## config.mk

```make
export PLATFORM = sky130hd
export DESIGN_NAME = bypass_unit
export DESIGN_NICKNAME = d
export VERILOG_FILES = /design/src/rtl/bypass_pkg.sv /design/src/rtl/bypass_pick.sv /design/src/rtl/bypass_ctrl.sv /design/src/rtl/regfile_wt.sv /design/src/rtl/bypass_unit.sv
export SDC_FILE = /design/constraint.sdc
export NUM_CORES = 2
export LEC_CHECK = 0
export BUFFER_PORTS_ARGS = -buffer_cell sky130_fd_sc_hd__buf_2
export CORE_MARGIN = 2
export CORE_UTILIZATION = 45
export DETAILED_ROUTE_END_ITERATION = 8
export HOLD_SLACK_MARGIN = 0.12
export SYNTH_ARGS = -nofsm -noshare
export SYNTH_HDL_FRONTEND = slang
export SYNTH_SLANG_ARGS = --single-unit
```

## constraint.sdc

```tcl
create_clock -name clk -period 2 [get_ports clk]
set_input_delay 0.3 -clock clk [delete_from_list [all_inputs] [get_ports clk]]
set_output_delay 0.3 -clock clk [all_outputs]
set_load 0.005 [all_outputs]
```

## src/rtl/bypass_pkg.sv

```systemverilog
package bypass_pkg;
  localparam int REG_IDX_W = 5;

  typedef logic [REG_IDX_W-1:0] regIdx_t;

  typedef enum logic [1:0] {
    SEL_FILE = 2'b00,
    SEL_WB   = 2'b01,
    SEL_MEM  = 2'b10
  } fwdSel_t;

  // strobe from control to datapath: a qualified register write
  typedef struct packed {
    logic    commit;
    regIdx_t dest;
  } wrStrobe_t;
endpackage

```

## src/rtl/bypass_pick.sv

```systemverilog
module bypass_pick
  import bypass_pkg::*;
(
  input  regIdx_t    srcIdx,
  input  regIdx_t    memDest,
  input  logic       memWr,
  input  regIdx_t    wbDest,
  input  logic       wbWr,
  output logic [1:0] sel
);
  logic    srcLive;
  logic    memHit;
  logic    wbHit;
  fwdSel_t choice;

  always_comb begin
    srcLive = (srcIdx != '0);
    memHit  = memWr && srcLive && (memDest == srcIdx);
    wbHit   = wbWr && srcLive && (wbDest == srcIdx);
    if (memHit)     choice = SEL_MEM;
    else if (wbHit) choice = SEL_WB;
    else            choice = SEL_FILE;
  end

  assign sel = choice;
endmodule

```

## src/rtl/bypass_ctrl.sv

```systemverilog
module bypass_ctrl
  import bypass_pkg::*;
#(
  parameter int NUM_SRC = 2
) (
  input  regIdx_t [NUM_SRC-1:0]     srcIdx,
  input  regIdx_t                   memDest,
  input  logic                      memWr,
  input  regIdx_t                   wbDest,
  input  logic                      wbWr,
  input  logic                      wrEn,
  input  regIdx_t                   wrAddr,
  output logic [NUM_SRC-1:0][1:0]   selVec,
  output wrStrobe_t                 strobe
);
  for (genvar g = 0; g < NUM_SRC; g++) begin : g_pick
    bypass_pick u_pick (
      .srcIdx (srcIdx[g]),
      .memDest(memDest),
      .memWr  (memWr),
      .wbDest (wbDest),
      .wbWr   (wbWr),
      .sel    (selVec[g])
    );
  end

  always_comb begin
    strobe.commit = wrEn && (wrAddr != '0);
    strobe.dest   = wrAddr;
  end
endmodule

```

## src/rtl/regfile_wt.sv

```systemverilog
module regfile_wt
  import bypass_pkg::*;
#(
  parameter int DATA_W = 32,
  parameter int NUM_RD = 2
) (
  input  logic                           clk,
  input  logic                           rstN,
  input  wrStrobe_t                      strobe,
  input  logic [DATA_W-1:0]              wrData,
  input  regIdx_t [NUM_RD-1:0]           rdIdx,
  output logic [NUM_RD-1:0][DATA_W-1:0]  rdData
);
  localparam int NUM_REGS = 1 << REG_IDX_W;

  logic [DATA_W-1:0] regs [NUM_REGS];

  always_ff @(posedge clk or negedge rstN) begin
    if (!rstN) begin
      for (int i = 0; i < NUM_REGS; i++) regs[i] <= '0;
    end else if (strobe.commit) begin
      regs[strobe.dest] <= wrData;
    end
  end

  for (genvar g = 0; g < NUM_RD; g++) begin : g_port
    always_comb begin
      if (rdIdx[g] == '0)
        rdData[g] = '0;
      else if (strobe.commit && (strobe.dest == rdIdx[g]))
        rdData[g] = wrData;
      else
        rdData[g] = regs[rdIdx[g]];
    end
  end
endmodule

```

## src/rtl/bypass_unit.sv

```systemverilog
module bypass_unit
  import bypass_pkg::*;
#(
  parameter int DATA_W = 32
) (
  input  logic              clk,
  input  logic              rstN,
  input  logic [4:0]        exRs,
  input  logic [4:0]        exRt,
  input  logic [4:0]        memRd,
  input  logic              memRegWr,
  input  logic [4:0]        wbRd,
  input  logic              wbRegWr,
  output logic [1:0]        fwdSelA,
  output logic [1:0]        fwdSelB,
  input  logic [4:0]        rdAddrA,
  input  logic [4:0]        rdAddrB,
  output logic [DATA_W-1:0] rdDataA,
  output logic [DATA_W-1:0] rdDataB,
  input  logic              wrEn,
  input  logic [4:0]        wrAddr,
  input  logic [DATA_W-1:0] wrData
);
  localparam int NUM_SRC = 2;

  regIdx_t [NUM_SRC-1:0]            srcIdx;
  logic    [NUM_SRC-1:0][1:0]       selVec;
  regIdx_t [NUM_SRC-1:0]            rdIdx;
  logic    [NUM_SRC-1:0][DATA_W-1:0] rdVec;
  wrStrobe_t                        strobe;

  assign srcIdx = {exRt, exRs};
  assign rdIdx  = {rdAddrB, rdAddrA};

  bypass_ctrl #(.NUM_SRC(NUM_SRC)) u_ctrl (
    .srcIdx (srcIdx),
    .memDest(memRd),
    .memWr  (memRegWr),
    .wbDest (wbRd),
    .wbWr   (wbRegWr),
    .wrEn   (wrEn),
    .wrAddr (wrAddr),
    .selVec (selVec),
    .strobe (strobe)
  );

  regfile_wt #(.DATA_W(DATA_W), .NUM_RD(NUM_SRC)) u_rf (
    .clk   (clk),
    .rstN  (rstN),
    .strobe(strobe),
    .wrData(wrData),
    .rdIdx (rdIdx),
    .rdData(rdVec)
  );

  assign fwdSelA = selVec[0];
  assign fwdSelB = selVec[1];
  assign rdDataA = rdVec[0];
  assign rdDataB = rdVec[1];
endmodule

```

; Word level (Yosys, flattened, before mapping)
; Index checks and enable logic that the tools add are counted.
; W data, S select, Z words.
[totals]
regBits = 1024
latch_bits = 0
ram_bits = 0
romBits = 0
in_bits = 72
output_inout_bits = 68
memories = 0
[classes]
n_addsub = 0
multipliers = 0
n_div = 0
n_lt_le_gt_ge = 4
eq_ne = 6
shifts = 0
n_mux = 17
bitwise = 3
reduce_logical = 17
[ops]
columns = cell, n
row1 = $bwmux W1024, 1
row2 = $bmux W32 S5, 2
row3 = $mux W32, 9
row4 = $demux W32 S5, 1
row5 = $eq A5 B5 Y1, 6
row6 = $ge A6 B6 Y1 const B, 3
row7 = $not A5 Y6, 3
row8 = $reduce_bool A5 Y1, 3
row9 = $logic_and A1 B1 Y1, 12
row10 = $logic_not A5 Y1, 2
row11 = $lt A6 B1 Y1 const B, 1
row12 = $mux W2, 2
row13 = $mux W1, 2

; Depth between registers and ports, before layout
[logic_depth]
word_depth = 6
ltp_mapped = 11

; By module
; A second synthesis with hierarchy kept.
[unflattened]
cells_unflattened = 3839
hier_area_um2 = 55751.0
[modules_own_cells]
columns = mod, instances, cells_each, area_each_um2, seq_area_each_um2
row1 = regfile_wt, 1, 3794, 55405.6, 25624.6
row2 = bypass_pick, 2, 19, 146.4, 0.0
row3 = bypass_ctrl, 1, 7, 52.6, 0.0

; Worst setup path before layout
; Ideal clock, no wire load.
[synth_timing]
path_type = input -> output
startpoint = in rdAddrA[0]
endpoint = out rdDataA[21]
arrival_time_ns = 1.842
required_time_ns = 1.700
slack_ns = -0.142
stages = 8
path_cell_list = buf_6 buf_6 buf_2 mux4_2 a22oi_1 nand2_1 a22oi_1 a21oi_1
[synth_between]
elab_chain_len = 6
word_cells_on_any_way = 9
[synth_lines]
columns = element, line_no
row1 = "start, declared", bypass_unit.sv:16  ; input logic [4:0] rdAddrA,
row2 = $not A5 Y6 (not written as such), regfile_wt.sv:33  ; rdData[g] = regs[rdIdx[g]];
row3 = $bmux W32 S5, regfile_wt.sv:33
row4 = $mux W32 (not written as such) (2 in series), regfile_wt.sv:33
row5 = $mux W32, regfile_wt.sv:30  ; else if (strobe.commit && (strobe.dest == rdIdx[g]))
row6 = $mux W32 *, regfile_wt.sv:28  ; if (rdIdx[g] == '0)
row7 = "end, declared", bypass_unit.sv:18  ; output logic [DATA_W-1:0] rdDataA,
; Mark *: on every way between the ends. The rest lies on a longest branch, timed or not. The select of a mux whose other input is x is not followed.

; Final worst setup path
[layout_timing]
startpoint = reg u_rf.regs[376] (netlist name)
endpoint = out rdDataB[24]
[layout_between]
elab_chain_len = 5
[layout_lines]
columns = element, line_no
row1 = "start, declared", regfile_wt.sv:16  ; logic [DATA_W-1:0] regs [NUM_REGS];
row2 = "start signal, assigned by index", regfile_wt.sv:22  ; regs[strobe.dest] <= wrData;
row3 = $bmux W32 S5, regfile_wt.sv:33
row4 = $mux W32 (not written as such) (2 in series), regfile_wt.sv:33
row5 = $mux W32, regfile_wt.sv:30
row6 = $mux W32, regfile_wt.sv:28
row7 = "end, declared", bypass_unit.sv:19  ; output logic [DATA_W-1:0] rdDataB,
; Every way passes these cells. The select of a mux whose other input is x is not followed.

==> flow_summary.toml <==
[critical_path]
critPathSlowestCell = "mux4_2"
path_cells = "mux4_2, mux4_2, nor2b_4, a221o_1, buf_2"
worstPathRequired_ps = 1700
path_buf_inv = 1
crit_top_cell = "mux4_2"
critPathMaxStageDelay_ps = 510
critPathArrivalTime_ps = 2670
crit_path_end_kind = "output pin"
crit_family = "multiplexers"
rrSetupSlack_ps = 970
start_kind = "flip-flop"
crit_fanout = 3
worstSetupPathType = "flip-flop to output pin"

[grt]
groute.usage.overall = 0.3240
grt_pass1_wl_mm = 298.4
grt-ovfl-total = 0
grt_max_degree = 112
grt_pass1_vias = 41040
antenna_found_initial = 4

[worst_hold_path]
min_path_type = "input pin to flip-flop"

[cts]
numCtsBuffers = 113
insertion_delay_ps = 740
cts_tree = "done"
clock_path_buffers = 3
path_clk_slew_ps = 60
cts-root-buf = "clkbuf_16"
htree_levels = 3
cts.sinks = 1024

[timing]
rsz0062_at_grt = "true"
period_share = 1.484
tns_ps = -39730
finalSetupViolations = 64
layout_setup_ws_ps = -968.3
tightest_slew_ps = 952.7
period_minus_slack_ps = 2968
maxSlewHeadroom = 0.3628
hold_violations = 0
final_max_slew_viol_count = 0
skew_ps = 0
max_freq_ghz = 0.3369

[logic_synthesis]
synthFlopType = "dfrtp_1"
syn-cell-area_um2 = 56090
yosysWarnings = 0
seq_area_frac_synth = 0.4569
syn_inst = 4040
syn_area_per_cell_um2 = 13.88
synth_edf_count = 0
yosysUniqueCellTypes = 65
ys_ff_latch = 1024
async_flop_share = 1.000
syn-num-nets = 4112

[place]
port_buffers = 139
pre_cts_ws_ps = -968.3
gp_congestion = 0.8700
place_hpwl_mm = 138.0

[outcome]
run_status = "finished with violations"
violations = "setup timing"

[floorplan]
core-area_um2 = 123600
rows = 129
die_y_um = 357.0
ios = 140
initial_core_util = 0.4536
die_x_um = 357.0
dieArea_um2 = 127500

[final_layout]
areaGrowthSynthToFinish_pct = 24.67
reg_top3 = "u_rf.regs (1024)"
largest_reg_flops = 1024
fillers = 10050
largest-register = "u_rf.regs"
fin_nets = 4682
layout-drive-gt1-share = 0.5690

[power]
irDropWorstVdd_v = 0.0007120
power_density_nw_per_um2 = 909.7
p_leak_nw = 31.17

[drt]
wl_per_cell_um = 32.59
wl_mm = 206.7
drtIter0Drc = 4709
drcViolationCount = 0
via_per_inst = 6.457
ant_nets = 0
via_count = 40950
first_pass_iters = 6

[flow_run]
maxCapViolCount = 0
-- report_power, final --
part           switching [mW]  internal, mW  leakage, nW  total (mW)
combinational            6.20          8.77         16.2        15.0
sequential               2.92          24.7         13.1        27.6
clock                    8.98          12.1         1.86        21.1
total                    18.1          45.5         31.2        63.6
-- logic make-up (layout without fill, tap and decap cells) --
logic type | Yosys count | after routing | share of synthesized area
xor+xnor | 30 | 30 | 0.004685
compound gates | 498 | 498 | 0.06262
flops | 1024 | 1024 | 0.4569
buf+inv | 452 | 1115 | 0.04410
other cells | 0 | 2 | 0
simple gates | 340 | 340 | 0.02885
mux | 1696 | 1696 | 0.4029
-- worst register-to-register path, delay by kind of cell (launching register included) --
kind     cells  cell delay [ps]
flops        1              420
mux          1              240
buf+inv      2              260
-- synth_stat cells (32+ instances only) --
cell type,count,share of area
buf_4,50,0.0067
a221oi_1,62,0.0097
nand3_1,32,0.0029
nand2_1,94,0.0063
a221o_1,32,0.0057
a21oi_1,59,0.0053
dfrtp_1,1024,0.46
o211ai_1,34,0.0046
buf_6,33,0.0066
o22ai_1,63,0.0070
o21ai_0,93,0.0083
mux2_2,995,0.20
mux2i_1,346,0.062
buf_2,122,0.011
a22oi_1,70,0.0094
nor2_1,103,0.0069
clkbuf_1,206,0.014
mux4_2,345,0.14
-- worst paths after layout --
path,from,endpoint,depth (start not counted)
hold reg to reg,u_rf.regs[1008]$_DFFE_PN0P_,u_rf.regs[1008]$_DFFE_PN0P_,0
min in group asynchronous,rstN,u_rf.regs[275]$_DFFE_PN0P_,3
hold / removal,wrData[8],u_rf.regs[648]$_DFFE_PN0P_,3
setup reg to reg,u_rf.regs[905]$_DFFE_PN0P_,u_rf.regs[905]$_DFFE_PN0P_,3
setup / recovery,u_rf.regs[376]$_DFFE_PN0P_,rdDataB[24],5
max in group asynchronous,rstN,u_rf.regs[629]$_DFFE_PN0P_,3
-- stage by stage --
step / hold slack [ps] / instance area [um2] / utilization / total power [mW] / cells
final: 188.7 / 69920 / 0.5656 / 63.61 / 6342
after global routing: 212.3 / 69920 / 0.5655 / 66.05 / 6341
after CTS: 140.2 / 69340 / 0.5608 / 63.27 / 6324
after global placement: 200.8 / 64320 / 0.5202 / 41.20 / 6068
after detailed placement: 195.6 / 64320 / 0.5202 / 41.62 / 6068
after floorplan: 4.409 / 56240 / - / 36.19 / 4040
-- cell usage in the layout (no fill, tap or decap), types with 31 or more instances in the layout --
cell	instances
dfrtp_1	1024
mux2_2	995
buf_4	533
mux4_2	348
mux2i_1	333
buf_12	186
buf_2	130
clkbuf_16	115
nand2_1	78
nor2_1	68
a22oi_1	55
o21ai_0	46
o22ai_1	40
a221oi_1	39
clkbuf_8	38
o211ai_1	34
a21oi_1	33
o21ai_1	32
a221o_1	31
-- layout make-up --
type	count	area, um2	share of cell area
clock inverter	36	264.0	0.003776
clock buffer	172	3451	0.04935
multi-input combinational	2564	29340	0.4196
sequential	1024	25620	0.3665
antenna	2	5.005	0.00007157
tap	1637	2048	0.02929
inverter	5	18.77	0.0002684
timing repair buffer	902	9176	0.1312
-- repair_timing --
item,in CTS,in global routing
hold buffers,16,0
setup buffers,42,16
hold endpoints to repair,1086,0
endpoints found under the setup margin,64,64
pin swaps,126,76
cloned,4,1
resized for setup,197,94
-- metal layers --
metal  routed length (um)  part of all wire  track usage  up-vias
li1                     -                 -            -    16670
met2                92860              0.45       0.4872     2027
met5                    0                 0            0        -
met4                 7019             0.034       0.1115        0
met1                88300              0.43       0.4705    21860
met3                18510             0.090      0.06306      395
(Power assumes the default switching activity.)
